<file path="config.mk">
export PLATFORM = sky130hd
export DESIGN_NAME = wkp_matcher
export DESIGN_NICKNAME = d
export VERILOG_FILES = /design/src/rtl/wkp_pkg.sv /design/src/rtl/wkp_seq.sv /design/src/rtl/wkp_lane.sv /design/src/rtl/wkp_status.sv /design/src/rtl/wkp_matcher.sv
export SDC_FILE = /design/constraint.sdc
export NUM_CORES = 1
export LEC_CHECK = 0
export ABC_AREA = 1
export BUFFER_PORTS_ARGS = -buffer_cell sky130_fd_sc_hd__buf_4
export CELL_PAD_IN_SITES_DETAIL_PLACEMENT = 2
export CELL_PAD_IN_SITES_GLOBAL_PLACEMENT = 2
export CORE_MARGIN = 4
export CORE_UTILIZATION = 36
export CTS_CLUSTER_DIAMETER = 80
export DETAILED_ROUTE_END_ITERATION = 8
export PLACE_DENSITY_LB_ADDON = 0.1
export SETUP_SLACK_MARGIN = 0.1
export SLEW_MARGIN = 40
export SYNTH_ARGS = -nofsm -noshare
export SYNTH_HDL_FRONTEND = slang
export SYNTH_SLANG_ARGS = --single-unit
</file>
<file path="constraint.sdc">
create_clock -name clk_i -period 2.32 [get_ports clk_i]
set_input_delay 0.116 -clock clk_i [delete_from_list [all_inputs] [get_ports clk_i]]
set_output_delay 0.116 -clock clk_i [all_outputs]
set_load 0.03 [all_outputs]
</file>
<file path="src/rtl/wkp_pkg.sv">
package wkp_pkg;
  localparam int NPAT   = 8;
  localparam int AW     = 6;
  localparam int WW     = 40;
  localparam int DWW    = 32;
  localparam int NBYTE  = DWW / 8;
  localparam int HDRW   = 2;
  localparam int PPW    = 4;
  localparam int SKW    = 3;
  localparam int PH_LAST = HDRW + NPAT;
  localparam int PHW    = $clog2(PH_LAST + 1);

  typedef logic [AW-1:0]  ptr_t;
  typedef logic [WW-1:0]  word_t;
  typedef logic [DWW-1:0] dword_t;
  typedef logic [SKW-1:0] skip_t;

  typedef struct packed {
    logic             eop;
    skip_t            skip;
    logic [NBYTE-1:0] mask;
  } ctl_t;
endpackage

</file>
<file path="src/rtl/wkp_seq.sv">
module wkp_seq
  import wkp_pkg::*;
(
  input  logic                clk_i,
  input  logic                rst_ni,
  input  logic                dw_valid_i,
  input  logic                dw_sof_i,
  input  logic                dw_eof_i,
  input  dword_t              dw_data_i,
  input  word_t               mem_rdata_i,
  input  ptr_t [NPAT-1:0]     lane_addr_i,
  output ptr_t                mem_addr_o,
  output logic [NPAT-1:0]     rx_o,
  output logic                sof_o,
  output logic                eof_o,
  output dword_t              dw_o,
  output logic [NPAT-1:0]     hdr_en_o,
  output ptr_t [NPAT-1:0]     hdr_ptr_o
);
  logic             busy_q;
  logic [PHW-1:0]   ph_q;
  dword_t           dw_q;
  logic             sof_q, eof_q;
  word_t            hdr_q [HDRW];

  always_ff @(posedge clk_i or negedge rst_ni) begin
    if (!rst_ni) begin
      busy_q <= 1'b0;
      ph_q   <= '0;
      dw_q   <= '0;
      sof_q  <= 1'b0;
      eof_q  <= 1'b0;
    end else if (!busy_q) begin
      if (dw_valid_i) begin
        busy_q <= 1'b1;
        ph_q   <= '0;
        dw_q   <= dw_data_i;
        sof_q  <= dw_sof_i;
        eof_q  <= dw_eof_i;
      end
    end else if (ph_q == PHW'(PH_LAST)) begin
      busy_q <= 1'b0;
    end else begin
      ph_q <= ph_q + PHW'(1);
    end
  end

  // header words land one cycle after their address
  for (genvar h = 0; h < HDRW; h++) begin : g_hdr
    always_ff @(posedge clk_i or negedge rst_ni) begin
      if (!rst_ni)                                hdr_q[h] <= '0;
      else if (busy_q && ph_q == PHW'(h + 1))     hdr_q[h] <= mem_rdata_i;
    end
  end

  always_comb begin
    mem_addr_o = '0;
    if (busy_q) begin
      for (int h = 0; h < HDRW; h++)
        if (ph_q == PHW'(h)) mem_addr_o = AW'(h);
      for (int p = 0; p < NPAT; p++)
        if (ph_q == PHW'(HDRW + p)) mem_addr_o = lane_addr_i[p];
    end
  end

  for (genvar p = 0; p < NPAT; p++) begin : g_lane
    assign rx_o[p]      = busy_q && (ph_q == PHW'(HDRW + 1 + p));
    assign hdr_ptr_o[p] = hdr_q[p / PPW][8 * (p % PPW + 1) +: AW];
  end

  assign hdr_en_o = hdr_q[0][NPAT-1:0];
  assign sof_o    = sof_q;
  assign eof_o    = eof_q;
  assign dw_o     = dw_q;

  logic unused_hdr;
  always_comb begin
    unused_hdr = ^hdr_q[1][7:0];
    for (int h = 0; h < HDRW; h++)
      for (int k = 1; k <= PPW; k++)
        unused_hdr = unused_hdr ^ (^hdr_q[h][8*k+AW +: 8-AW]);
  end

  AST_NO_OVERLAP: assert property (@(posedge clk_i) disable iff (!rst_ni)
    dw_valid_i |-> !busy_q);
endmodule

</file>
<file path="src/rtl/wkp_lane.sv">
module wkp_lane
  import wkp_pkg::*;
(
  input  logic   clk_i,
  input  logic   rst_ni,
  input  logic   rx_i,
  input  logic   sof_i,
  input  logic   eof_i,
  input  logic   en_i,
  input  ptr_t   hdr_ptr_i,
  input  word_t  word_i,
  input  dword_t dw_i,
  output ptr_t   addr_o,
  output logic   hit_o
);
  ptr_t  ptr_q, ptr_eff;
  skip_t skc_q, skc_eff;
  logic  act_q, act_eff;
  ctl_t  ctl;
  logic  cmp_ok, cmp_now;

  assign ptr_eff = sof_i ? hdr_ptr_i : ptr_q;
  assign skc_eff = sof_i ? '0 : skc_q;
  assign act_eff = sof_i ? en_i : act_q;
  assign ctl     = ctl_t'(word_i[7:0]);
  assign addr_o  = ptr_eff;

  always_comb begin
    cmp_ok = 1'b1;
    for (int n = 0; n < NBYTE; n++)
      if (ctl.mask[n] && (word_i[8*n+8 +: 8] != dw_i[8*n +: 8])) cmp_ok = 1'b0;
  end

  assign cmp_now = rx_i && act_eff && (skc_eff == ctl.skip);
  assign hit_o   = cmp_now && cmp_ok && ctl.eop;

  always_ff @(posedge clk_i or negedge rst_ni) begin
    if (!rst_ni) begin
      ptr_q <= '0;
      skc_q <= '0;
      act_q <= 1'b0;
    end else if (rx_i) begin
      if (eof_i || !act_eff) begin
        act_q <= 1'b0;
      end else if (skc_eff != ctl.skip) begin
        skc_q <= skc_eff + skip_t'(1);
        ptr_q <= ptr_eff;
        act_q <= 1'b1;
      end else if (!cmp_ok || ctl.eop) begin
        act_q <= 1'b0;
      end else begin
        ptr_q <= ptr_eff + ptr_t'(1);
        skc_q <= '0;
        act_q <= 1'b1;
      end
    end
  end

  AST_EOF_STOPS: assert property (@(posedge clk_i) disable iff (!rst_ni)
    (rx_i && eof_i) |=> !act_q);
endmodule

</file>
<file path="src/rtl/wkp_status.sv">
module wkp_status
  import wkp_pkg::*;
(
  input  logic            clk_i,
  input  logic            rst_ni,
  input  logic [NPAT-1:0] hit_i,
  input  logic            clr_i,
  input  logic            wake_en_i,
  output logic            match_o,
  output logic            wake_o
);
  logic match_q;

  always_ff @(posedge clk_i or negedge rst_ni) begin
    if (!rst_ni)     match_q <= 1'b0;
    else if (|hit_i) match_q <= 1'b1;
    else if (clr_i)  match_q <= 1'b0;
  end

  assign match_o = match_q;
  assign wake_o  = match_q & wake_en_i;

  AST_SET_WINS: assert property (@(posedge clk_i) disable iff (!rst_ni)
    (|hit_i) |=> match_o);
  AST_STICKY: assert property (@(posedge clk_i) disable iff (!rst_ni)
    (match_o && !clr_i) |=> match_o);
  AST_CLEARS: assert property (@(posedge clk_i) disable iff (!rst_ni)
    (clr_i && !(|hit_i)) |=> !match_o);
endmodule

</file>
<file path="src/rtl/wkp_matcher.sv">
module wkp_matcher
  import wkp_pkg::*;
(
  input  logic        clk_i,
  input  logic        rst_ni,
  input  logic        dw_valid_i,
  input  logic        dw_sof_i,
  input  logic        dw_eof_i,
  input  logic [31:0] dw_data_i,
  output logic [5:0]  mem_addr_o,
  input  logic [39:0] mem_rdata_i,
  input  logic        clr_i,
  input  logic        wake_en_i,
  output logic        match_o,
  output logic        wake_o
);
  ptr_t [NPAT-1:0] lane_addr;
  ptr_t [NPAT-1:0] hdr_ptr;
  logic [NPAT-1:0] rx, hdr_en, hit;
  logic            sof, eof;
  dword_t          dw;

  wkp_seq u_seq (
    .clk_i       (clk_i),
    .rst_ni      (rst_ni),
    .dw_valid_i  (dw_valid_i),
    .dw_sof_i    (dw_sof_i),
    .dw_eof_i    (dw_eof_i),
    .dw_data_i   (dw_data_i),
    .mem_rdata_i (mem_rdata_i),
    .lane_addr_i (lane_addr),
    .mem_addr_o  (mem_addr_o),
    .rx_o        (rx),
    .sof_o       (sof),
    .eof_o       (eof),
    .dw_o        (dw),
    .hdr_en_o    (hdr_en),
    .hdr_ptr_o   (hdr_ptr)
  );

  for (genvar p = 0; p < NPAT; p++) begin : g_pat
    wkp_lane u_lane (
      .clk_i     (clk_i),
      .rst_ni    (rst_ni),
      .rx_i      (rx[p]),
      .sof_i     (sof),
      .eof_i     (eof),
      .en_i      (hdr_en[p]),
      .hdr_ptr_i (hdr_ptr[p]),
      .word_i    (mem_rdata_i),
      .dw_i      (dw),
      .addr_o    (lane_addr[p]),
      .hit_o     (hit[p])
    );
  end

  wkp_status u_status (
    .clk_i     (clk_i),
    .rst_ni    (rst_ni),
    .hit_i     (hit),
    .clr_i     (clr_i),
    .wake_en_i (wake_en_i),
    .match_o   (match_o),
    .wake_o    (wake_o)
  );

  AST_HIT_ONEHOT: assert property (@(posedge clk_i) disable iff (!rst_ni)
    $onehot0(hit));
endmodule

</file>
==> insert_results.sql, run 1 <==
INSERT INTO impl_metrics (metric_group, metric, value, unit) VALUES
('clock_network', 'clock-root-buffer', 'sky130_fd_sc_hd__clkbuf_16', ''),
('clock_network', 'deepest_level_of_the_cts_h_tree', '4', ''),
('logic_synthesis', 'synth.yosys.seq_area_share', '42.2', '%'),
('sta', 'period_share', '113', '%'),
('sta', 'setup_repair_after_global_routing_missed_its_margin', 'yes', ''),
('power_and_ir_drop', 'worst_ir_drop_vdd', '0.000595', 'V'),
('logic_synthesis', 'edff_count_synth', '0', ''),
('route', 'dr_total_vias', '11500', ''),
('sta', 'slew_headroom', '52.6', '%'),
('clock_network', 'cts_tree', 'built', ''),
('floorplan', 'floorplan.die_area', '31800', 'sq um'),
('route', 'drc', '0', ''),
('sta', 'drv_slew', '0', ''),
('finish', 'final_net_count', '1721', ''),
('logic_synthesis', 'ys_seq_elements', '176', ''),
('finish', 'fraction_of_final_layout_cells_sized_beyond_drive_strength_1', '33.0', '%'),
('finish', 'antennaDiodeCount', '0', ''),
('logic_synthesis', 'post_synth_fa_ha_maj_area_fraction', '2.40', '%'),
('sta', 'timing_worst_slew_pin_value', '0.712', 'ns'),
('clock_network', 'ctsLongestPathBuffers', '2', ''),
('finish', 'filler_cell_count', '3023', ''),
('floorplan', 'io_pins', '87', ''),
('sta', 'fmax', '383', 'MHz'),
('clock_network', 'numCtsBuffers', '17', ''),
('route', 'ant_nets', '0', ''),
('placed_design', 'dpl.hpwl', '27.0', 'mm'),
('critical_path', 'crit_required', '2.20', 'ns'),
('finish', 'layoutNonFillerInstCount', '2018', ''),
('logic_synthesis', 'synthesized_area_fraction_occupied_by_and_or_nand_nor_cells', '29.2', '%'),
('route', 'routed_via_density', '5.72', ''),
('logic_synthesis', 'postSynth.topFlopCell', 'sky130_fd_sc_hd__dfrtp_1', ''),
('logic_synthesis', 'synth.lib_cells_used.distinct', '38', ''),
('logic_synthesis', 'netlist_instances', '1346', ''),
('sta', 'final_critical_path_setup_slack', '-0.293', 'ns'),
('floorplan', 'die_height', '178', 'um'),
('power_and_ir_drop', 'power.switching', '0.0109', 'W'),
('logic_synthesis', 'largest_family_of_logic_cells_by_synthesized_area', 'simple AND/OR/NAND/NOR gates', ''),
('floorplan', 'rows', '62', ''),
('power_and_ir_drop', 'internal_power', '0.0108', 'W'),
('power_and_ir_drop', 'power.share.clock', '14.1', '%'),
('logic_synthesis', 'synth_xor_area_share', '8.22', '%'),
('logic_synthesis', 'synth_fp_nets', '1445', ''),
('status', 'status', 'finished, violations left', ''),
('placed_design', 'finalWeightedCongestion', '0.796', ''),
('grt', 'grt_pass1_vias', '11800', ''),
('logic_synthesis', 'syn-mean-instance-area', '7.75', 'sq um'),
('critical_path', 'critical_path_arrival', '2.50', 'ns'),
('floorplan', 'initial_utilization', '36.5', '%'),
('logic_synthesis', 'synth-compound-area-share', '7.05', '%'),
('power_and_ir_drop', 'static-leakage-power', '7.53', 'nW'),
('route', 'wl', '60.5', 'mm'),
('clock_network', 'cts.clk_slew.worst_paths', '0.09', 'ns'),
('clock_network', 'cts_num_sinks', '176', ''),
('sta', 'setup_viols_final', '50', ''),
('critical_path', 'critical_path.endpoint_type', 'output port', ''),
('sta', 'skew', '0.0207', 'ns'),
('status', 'failed_checks', 'negative setup slack', ''),
('power_and_ir_drop', 'switching_share', '50.3', '%'),
('floorplan', 'fp.coreArea', '28600', 'sq um'),
('sta', 'hold-worst-slack', '0.00803', 'ns'),
('floorplan', 'die_width', '178', 'um'),
('logic_synthesis', 'synth_warnings', '0', ''),
('logic_synthesis', 'synth.area.mux_share', '3.96', '%'),
('placed_design', 'placed_cells_incl_taps', '1829', ''),
('logic_synthesis', 'share_of_synthesized_registers_carrying_an_async_set_or_reset', '100', '%'),
('route', 'drt-pass1-iter-count', '5', ''),
('sta', 'setup-tns-final', '-5.86', 'ns'),
('critical_path', 'cp-start-kind', 'register', ''),
('finish', 'fin_util', '52.6', '%'),
('power_and_ir_drop', 'sequentialPowerShare', '27.3', '%'),
('power_and_ir_drop', 'ratio_of_total_power_to_cell_area', '1440', 'nW/um^2');
## flip-flops by register name (all words and copies together) (netlist names)
name,flops
u_seq.hdr_en_o,8
g_pat.u_lane.ptr_q,48
u_seq.hdr_ptr_o,48
u_seq.eof_o,1
g_pat.u_lane.skc_q,24
g_pat.u_lane.act_q,8
u_status.match_o,1
u_seq.busy_q,1
u_seq.ph_q,4
u_seq.sof_o,1
u_seq.dw_o,32
## cells by family (layout without fill, tap and decap cells)
logic type      count (synthesis)  in the layout
fa+ha+maj                      20             20
simple gates                  701            705
xor+xnor                       98             98
mux                            37             37
flops                         176            176
buf+inv                       171            455
compound gates                143            143
## cell type report
type,count,area share [%]
multi-input combinational,1003,41.9
sequential,176,29.3
timing repair buffer,291,18.2
inverter,131,3.55
tap,384,3.19
clock buffer,21,3.06
clock inverter,10,0.681
timing repair inverter,2,0.141
## critical path, cell delays in order, from the launching register on
cell and delay [ns]:
sky130_fd_sc_hd__dfrtp_2 0.47, sky130_fd_sc_hd__buf_4 0.16, sky130_fd_sc_hd__ha_4 0.19, sky130_fd_sc_hd__nand2_1 0.12, sky130_fd_sc_hd__nor2_1 0.19, sky130_fd_sc_hd__buf_4 0.24
sky130_fd_sc_hd__a21oi_1 0.06, sky130_fd_sc_hd__o21ai_1 0.08, sky130_fd_sc_hd__nand2_1 0.11, sky130_fd_sc_hd__a21oi_1 0.20, sky130_fd_sc_hd__buf_4 0.19
## Yosys cell counts (3+ instances only)
library cell | number | share of area (%)
sky130_fd_sc_hd__a21oi_1 | 27 | 1.3
sky130_fd_sc_hd__buf_1 | 5 | 0.18
sky130_fd_sc_hd__buf_2 | 9 | 0.43
sky130_fd_sc_hd__buf_4 | 6 | 0.43
sky130_fd_sc_hd__buf_6 | 7 | 0.76
sky130_fd_sc_hd__clkbuf_1 | 13 | 0.47
sky130_fd_sc_hd__dfrtp_1 | 176 | 42
sky130_fd_sc_hd__ha_1 | 20 | 2.4
sky130_fd_sc_hd__inv_1 | 115 | 4.1
sky130_fd_sc_hd__inv_2 | 14 | 0.50
sky130_fd_sc_hd__mux2_2 | 34 | 3.7
sky130_fd_sc_hd__mux2i_1 | 3 | 0.29
sky130_fd_sc_hd__nand2_1 | 476 | 17
sky130_fd_sc_hd__nand2_2 | 23 | 1.4
sky130_fd_sc_hd__nand3_1 | 99 | 4.7
sky130_fd_sc_hd__nand3_2 | 5 | 0.48
sky130_fd_sc_hd__nand3b_1 | 3 | 0.22
sky130_fd_sc_hd__nand4_1 | 8 | 0.48
sky130_fd_sc_hd__nor2_1 | 57 | 2.0
sky130_fd_sc_hd__nor2_2 | 5 | 0.30
sky130_fd_sc_hd__nor2_4 | 8 | 0.86
sky130_fd_sc_hd__nor3_4 | 4 | 0.62
sky130_fd_sc_hd__o2111ai_1 | 3 | 0.25
sky130_fd_sc_hd__o21ai_0 | 96 | 4.6
sky130_fd_sc_hd__o21ai_1 | 13 | 0.62
sky130_fd_sc_hd__or2_2 | 3 | 0.18
sky130_fd_sc_hd__xnor2_1 | 46 | 3.9
sky130_fd_sc_hd__xor2_1 | 52 | 4.4
## placed cells by master (no fill, tap or decap), types with 21 or more instances in the layout
cell type,netlist,layout
sky130_fd_sc_hd__nand2_4,2,40
sky130_fd_sc_hd__mux2_2,34,34
sky130_fd_sc_hd__xor2_1,52,39
sky130_fd_sc_hd__nand2_2,23,60
sky130_fd_sc_hd__inv_2,14,21
sky130_fd_sc_hd__dfrtp_1,176,173
sky130_fd_sc_hd__nor2_1,57,48
sky130_fd_sc_hd__o21ai_0,96,74
sky130_fd_sc_hd__xnor2_1,46,35
sky130_fd_sc_hd__buf_6,7,25
sky130_fd_sc_hd__nand3_1,99,90
sky130_fd_sc_hd__inv_1,115,102
sky130_fd_sc_hd__nand2_1,476,402
sky130_fd_sc_hd__buf_4,6,179
sky130_fd_sc_hd__dlygate4sd3_1,0,60
## power groups by stage
stage                     logic, W  registers, W  clock network [W]
final                       0.0127       0.00591            0.00305
after global routing        0.0133       0.00599            0.00319
after CTS                  0.00971       0.00544            0.00296
after detailed placement   0.00798       0.00541                  0
after global placement     0.00765       0.00534                  0
after floorplan            0.00538       0.00504                  0
## what timing repair did
action | in CTS | in global routing
pin swaps | 39 | 74
hold buffers | 60 | 0
buffers inserted | 34 | 52
endpoints found under the hold margin | 133 | 0
endpoints found under the setup margin | 6 | 87
gates resized for setup | 129 | 193
cloned | 4 | 8
## stage by stage
| step | worst slack [ns] | cell area (sq um) | power (W) |
|---|---|---|---|
| 2_1_floorplan | 0.336 | 10400 | 0.0104 |
| 3_3_place_gp | 0.214 | 11800 | 0.0130 |
| 3_5_place_dp | 0.154 | 11800 | 0.0134 |
| 4_1_cts | -0.101 | 13700 | 0.0181 |
| 5_1_grt | -0.369 | 15100 | 0.0225 |
| 6_report | -0.293 | 15100 | 0.0217 |
## routing by layer
| metal | track usage (%) | wire [um] |
|---|---|---|
| met2 | 52.4 | 29900 |
| met1 | 37.0 | 24300 |
| met4 | 10.8 | 2830 |
| met3 | 5.57 | 3460 |
| met5 | 0 | 55 |
## final timing paths
kind | startpoint | end | slack (ns) | cells after the start
max | u_seq.ph_q[0] | mem_addr_o[3] | -0.29 | 10
min reg2reg | g_pat[7].u_lane.ptr_q[3] | g_pat[7].u_lane.ptr_q[3] | 0.50 | 2
min in group asynchronous | rst_ni | g_pat[0].u_lane.ptr_q[5] | 0.21 | 2
min | mem_rdata_i[24] | u_seq.hdr_ptr_o[12] | 0.008 | 3
max reg2reg | u_seq.sof_o | g_pat[7].u_lane.ptr_q[5] | -0.28 | 16
max in group asynchronous | rst_ni | u_seq.hdr_ptr_o[20] | 1.33 | 3
(Power assumes the default switching activity.)
==> inputs of run 2 (changes only) <==
--- a/config.mk
+++ b/config.mk
@@ -9,7 +9,6 @@
 export BUFFER_PORTS_ARGS = -buffer_cell sky130_fd_sc_hd__buf_4
 export CELL_PAD_IN_SITES_DETAIL_PLACEMENT = 2
 export CELL_PAD_IN_SITES_GLOBAL_PLACEMENT = 2
-export CORE_MARGIN = 4
 export CORE_UTILIZATION = 36
 export CTS_CLUSTER_DIAMETER = 80
 export DETAILED_ROUTE_END_ITERATION = 8
==> insert_results.sql, run 2 <==
INSERT INTO impl_metrics (metric_group, metric, value, unit) VALUES
('logic_synthesis', 'netlist_instances', '1346', ''),
('logic_synthesis', 'syn-mean-instance-area', '7.75', 'sq um'),
('placed_design', 'dpl.hpwl', '27.5', 'mm'),
('clock_network', 'deepest_level_of_the_cts_h_tree', '4', ''),
('placed_design', 'input_output_buffers', '86', ''),
('placed_design', 'placed_cells_incl_taps', '1819', ''),
('logic_synthesis', 'edff_count_synth', '0', ''),
('logic_synthesis', 'yosys.cell_count.top_type', 'sky130_fd_sc_hd__nand2_1', ''),
('clock_network', 'clock-root-buffer', 'sky130_fd_sc_hd__clkbuf_16', ''),
('logic_synthesis', 'synth_top_cell_by_area', 'sky130_fd_sc_hd__dfrtp_1', ''),
('sta', 'worstEpCategory', 'output port', ''),
('floorplan', 'die_width', '172', 'um'),
('logic_synthesis', 'synth.lib_cells_used.distinct', '38', ''),
('sta', 'postGrtWorstEndpoint', 'mem_addr_o[5]', ''),
('clock_network', 'ctsLongestPathBuffers', '2', ''),
('grt', 'grt_start_max_net_pins', '64', ''),
('placed_design', 'placedInstanceArea', '11800', 'sq um'),
('logic_synthesis', 'yosysTopAreaCellShare', '42.2', '%'),
('logic_synthesis', 'share_of_synthesized_registers_carrying_an_async_set_or_reset', '100', '%'),
('logic_synthesis', 'ys_seq_elements', '176', ''),
('clock_network', 'cts_num_sinks', '176', ''),
('logic_synthesis', 'postSynth.topFlopCell', 'sky130_fd_sc_hd__dfrtp_1', ''),
('floorplan', 'io_pins', '87', ''),
('logic_synthesis', 'synth_fp_nets', '1445', ''),
('clock_network', 'numCtsBuffers', '17', ''),
('status', 'exit_stage', '5_1_grt', ''),
('status', 'status', 'did not finish', ''),
('floorplan', 'die_height', '172', 'um'),
('logic_synthesis', 'synthTopCellsByArea', 'sky130_fd_sc_hd__dfrtp_1 42%, sky130_fd_sc_hd__nand2_1 17%, sky130_fd_sc_hd__nand3_1 4.7%, sky130_fd_sc_hd__o21ai_0 4.6%, sky130_fd_sc_hd__xor2_1 4.4%', ''),
('logic_synthesis', 'synth_warnings', '0', ''),
('logic_synthesis', 'synth.yosys.seq_area_share', '42.2', '%'),
('logic_synthesis', 'mappedNetlistArea', '10400', 'sq um'),
('grt', 'antenna_found_initial', '6', ''),
('floorplan', 'rows', '61', ''),
('logic_synthesis', 'netlist_top_cells_count', '476 x sky130_fd_sc_hd__nand2_1, 176 x sky130_fd_sc_hd__dfrtp_1, 115 x sky130_fd_sc_hd__inv_1, 99 x sky130_fd_sc_hd__nand3_1, 96 x sky130_fd_sc_hd__o21ai_0', ''),
('floorplan', 'initial_utilization', '37.1', '%'),
('placed_design', 'finalWeightedCongestion', '0.808', ''),
('status', 'first-error', '[ERROR DPL-0033] detailed placement checks failed during check placement.', '');
==> run 2: cell counts after synthesis <==
Identical to the previous run, type by type.
==> run 2: stage by stage <==
step                      setup TNS [ns]  setup WS, ns  hold WS, ns
after detailed placement               0        0.0522        0.192
after floorplan                        0         0.336       -0.180
after global placement                 0         0.156        0.198
after CTS                          -1.29        -0.190      0.00300
==> run 2: repair_timing <==
action | CTS
hold buffers | 59
setup buffers | 39
setup endpoints to repair | 40
resized for setup | 155
cloned | 10
pin swaps | 47
endpoints found under the hold margin | 129
==> run 2: cell families after synthesis <==
| kind of cell | after synthesis | share of synthesized area (%) |
|---|---|---|
| AO/OA/AOI/OAI | 143 | 7.05 |
| AND/OR/NAND/NOR | 701 | 29.2 |
| multiplexers | 37 | 3.96 |
| buffers and inverters | 171 | 7.02 |
| XOR/XNOR | 98 | 8.22 |
| flip-flops | 176 | 42.2 |
| adder cells (fa/ha/maj) | 20 | 2.40 |
==> inputs of run 3 (changes only) <==
--- a/config.mk
+++ b/config.mk
@@ -7,13 +7,9 @@
 export LEC_CHECK = 0
 export ABC_AREA = 1
 export BUFFER_PORTS_ARGS = -buffer_cell sky130_fd_sc_hd__buf_4
-export CELL_PAD_IN_SITES_DETAIL_PLACEMENT = 2
-export CELL_PAD_IN_SITES_GLOBAL_PLACEMENT = 2
-export CORE_UTILIZATION = 36
-export CTS_CLUSTER_DIAMETER = 80
+export CORE_UTILIZATION = 40
 export DETAILED_ROUTE_END_ITERATION = 8
-export PLACE_DENSITY_LB_ADDON = 0.1
-export SETUP_SLACK_MARGIN = 0.1
+export PLACE_DENSITY_LB_ADDON = 0.15
 export SLEW_MARGIN = 40
 export SYNTH_ARGS = -nofsm -noshare
 export SYNTH_HDL_FRONTEND = slang
==> insert_results.sql, run 3 (same netlist as run 1, synthesis figures left out) <==
INSERT INTO impl_metrics (metric_group, metric, value, unit) VALUES
('status', 'status', 'finished, violations left', ''),
('status', 'failed_checks', 'negative setup slack', ''),
('route', 'detailedRoute.firstIterationViolations', '615', ''),
('sta', 'fmax', '415', 'MHz'),
('hold_path', 'hold_path_end', 'u_seq.hdr_ptr_o[47]', ''),
('route', 'routed_via_density', '4.96', ''),
('clock_network', 'worst_skew_pair.late_latency', '0.45', 'ns'),
('power_and_ir_drop', 'ratio_of_total_power_to_cell_area', '1270', 'nW/um^2'),
('grt', 'grt_pass1_vias', '9117', ''),
('route', 'drc', '0', ''),
('power_and_ir_drop', 'internal_power', '0.00981', 'W'),
('power_and_ir_drop', 'report.power.total', '0.0174', 'W'),
('floorplan', 'die_width', '164', 'um'),
('grt', 'antenna_found_initial', '0', ''),
('sta', 'skew', '0.0181', 'ns'),
('power_and_ir_drop', 'sequentialPowerShare', '30.9', '%'),
('critical_path', 'cp-start-kind', 'register', ''),
('route', 'wl', '31.3', 'mm'),
('sta', 'slew_headroom', '58.5', '%'),
('hold_path', 'min_path_type', 'in -> reg', ''),
('sta', 'final_critical_path_setup_slack', '-0.0877', 'ns'),
('route', 'dr_total_vias', '9416', ''),
('power_and_ir_drop', 'comb_power_share', '52.1', '%'),
('sta', 'setup_viols_final', '6', ''),
('route', 'drt-pass1-iter-count', '5', ''),
('route', 'wl_per_cell', '16.5', 'um'),
('power_and_ir_drop', 'worst_ir_drop_vdd', '0.00110', 'V'),
('clock_network', 'ctsLongestPathBuffers', '2', ''),
('sta', 'total_count_of_hold_check_failures_in_the_final_report', '0', ''),
('finish', 'fin_util', '54.2', '%'),
('clock_network', 'deepest_level_of_the_cts_h_tree', '4', ''),
('finish', 'final_net_count', '1655', ''),
('hold_path', 'worst_hold_stages', '3', ''),
('finish', 'antennaDiodeCount', '0', ''),
('floorplan', 'rows', '58', ''),
('power_and_ir_drop', 'power.switching', '0.00764', 'W'),
('clock_network', 'clock-root-buffer', 'sky130_fd_sc_hd__clkbuf_16', ''),
('sta', 'setup_repair_after_global_routing_missed_its_margin', 'yes', ''),
('placed_design', 'placed_cells_incl_taps', '1769', ''),
('floorplan', 'die_height', '164', 'um'),
('sta', 'timing_worst_slew_pin_value', '0.622', 'ns'),
('finish', 'area.sequential', '4410', 'sq um'),
('placed_design', 'dpl.hpwl', '20.7', 'mm'),
('critical_path', 'critical_path.endpoint_type', 'output port', ''),
('power_and_ir_drop', 'static-leakage-power', '6.96', 'nW'),
('floorplan', 'io_pins', '87', ''),
('critical_path', 'worst-path-max-fanout', '9', ''),
('clock_network', 'cts_num_sinks', '176', ''),
('finish', 'layout_common_cells', '460 x sky130_fd_sc_hd__nand2_1, 174 x sky130_fd_sc_hd__dfrtp_1, 141 x sky130_fd_sc_hd__buf_4', ''),
('power_and_ir_drop', 'power.share.clock', '17.0', '%'),
('clock_network', 'cts.clk_slew.worst_paths', '0.08', 'ns'),
('critical_path', 'critical_path_arrival', '2.29', 'ns'),
('grt', 'total_congestion_overflow_after_global_routing', '0', ''),
('critical_path', 'worst-setup-path-type', 'reg -> out', ''),
('floorplan', 'floorplan.die_area', '26700', 'sq um'),
('critical_path', 'critical_path.reg2reg.startpoint', 'u_seq.sof_o', ''),
('hold_path', 'hold_start', 'mem_rdata_i[37]', ''),
('floorplan', 'fp.coreArea', '25400', 'sq um'),
('placed_design', 'finalWeightedCongestion', '0.926', ''),
('sta', 'fin_crit', '2.41', 'ns'),
('run', 'drv_cap', '0', ''),
('sta', 'period_share', '104', '%'),
('finish', 'layout-area-overhead-vs-synth', '31.8', '%'),
('finish', 'filler_cell_count', '2395', ''),
('finish', 'layout_commonest_cell', 'sky130_fd_sc_hd__nand2_1', ''),
('clock_network', 'numCtsBuffers', '17', ''),
('grt', 'grt_start_max_net_pins', '67', ''),
('sta', 'drv_slew', '0', ''),
('finish', 'fraction_of_final_layout_cells_sized_beyond_drive_strength_1', '23.1', '%'),
('critical_path', 'rr_endpoint', 'g_pat[7].u_lane.ptr_q[5]', ''),
('floorplan', 'initial_utilization', '41.1', '%'),
('critical_path', 'reg2reg_path_depth', '12', ''),
('finish', 'layoutNonFillerInstCount', '1898', ''),
('clock_network', 'cts_tree', 'built', ''),
('grt', 'groute.usage.overall', '24.1', '%'),
('placed_design', 'input_output_buffers', '86', ''),
('grt', 'first_pass_grt_wire_length', '49.1', 'mm'),
('critical_path', 'r2r_slack', '0.09', 'ns'),
('critical_path', 'crit_required', '2.20', 'ns'),
('route', 'ant_nets', '0', ''),
('power_and_ir_drop', 'switching_share', '43.8', '%'),
('finish', 'multi_input_comb_area', '5600', 'sq um');
-- run 3: what timing repair did --
item | 4_1_cts | 5_1_grt
pin swaps | 8 | 22
hold buffers | 60 | 1
resized for setup | 60 | 46
setup buffers | 9 | 19
endpoints found under the hold margin | 140 | 1
endpoints found under the setup margin | 6 | 35
gates cloned | 6 | 3
-- run 3: area by class of cell --
| cell class | instances | share of cell area [%] |
|---|---|---|
| multi-input cells | 999 | 40.7 |
| flip-flops and latches | 176 | 32.0 |
| repair buffers | 231 | 16.2 |
| inverters | 131 | 3.70 |
| clock buffers | 17 | 3.09 |
| well taps | 330 | 3.00 |
| clock inverters | 14 | 1.18 |
-- run 3: worst max-delay path by stage --
stage             startpoint             to  slack [ns]  cells after the start
2_1_floorplan    u_seq.sof_o  mem_addr_o[3]        0.34                     12
3_3_place_gp   u_seq.ph_q[0]  mem_addr_o[3]        0.21                     11
3_5_place_dp   u_seq.ph_q[0]  mem_addr_o[3]        0.16                     11
4_1_cts          u_seq.sof_o  mem_addr_o[5]       -0.03                     11
5_1_grt          u_seq.sof_o  mem_addr_o[0]       -0.20                     11
6_report         u_seq.sof_o  mem_addr_o[5]       -0.09                     10
-- run 3: metrics by stage --
stage	hold WS (ns)	setup WS [ns]	area [sq um]	TNS, ns
2_1_floorplan	-0.180	0.336	10400	0
3_3_place_gp	0.166	0.215	11700	0
3_5_place_dp	0.169	0.157	11700	0
4_1_cts	0.0142	-0.0313	13400	-0.0814
5_1_grt	0.0226	-0.199	13800	-0.867
6_report	0.00993	-0.0877	13800	-0.330
-- run 3: critical path, cell delays in order, from the launching register on --
cell,delay [ns]
sky130_fd_sc_hd__dfrtp_2,0.50
sky130_fd_sc_hd__clkbuf_16,0.21
sky130_fd_sc_hd__o21a_1,0.22
sky130_fd_sc_hd__inv_2,0.10
sky130_fd_sc_hd__a21oi_2,0.06
sky130_fd_sc_hd__o211ai_1,0.07
sky130_fd_sc_hd__nand3_1,0.14
sky130_fd_sc_hd__nand2_1,0.08
sky130_fd_sc_hd__nand2_1,0.07
sky130_fd_sc_hd__a21oi_2,0.21
sky130_fd_sc_hd__buf_6,0.16
-- run 3: power by group through the flow --
stage / clock network, W / logic, W / registers (W)
after detailed placement: 0 / 0.00744 / 0.00534
after global routing: 0.00314 / 0.00999 / 0.00553
after floorplan: 0 / 0.00538 / 0.00504
final: 0.00297 / 0.00909 / 0.00539
after global placement: 0 / 0.00734 / 0.00531
after CTS: 0.00301 / 0.00853 / 0.00533
-- run 3: routing by layer --
layer	GRT usage, %	up-vias	share of wire (%)
met2	38.1	242	46
met5	0	-	0
met3	4.34	33	4.9
met1	34.2	4456	48
li1	-	4685	-
met4	5.72	0	1.4
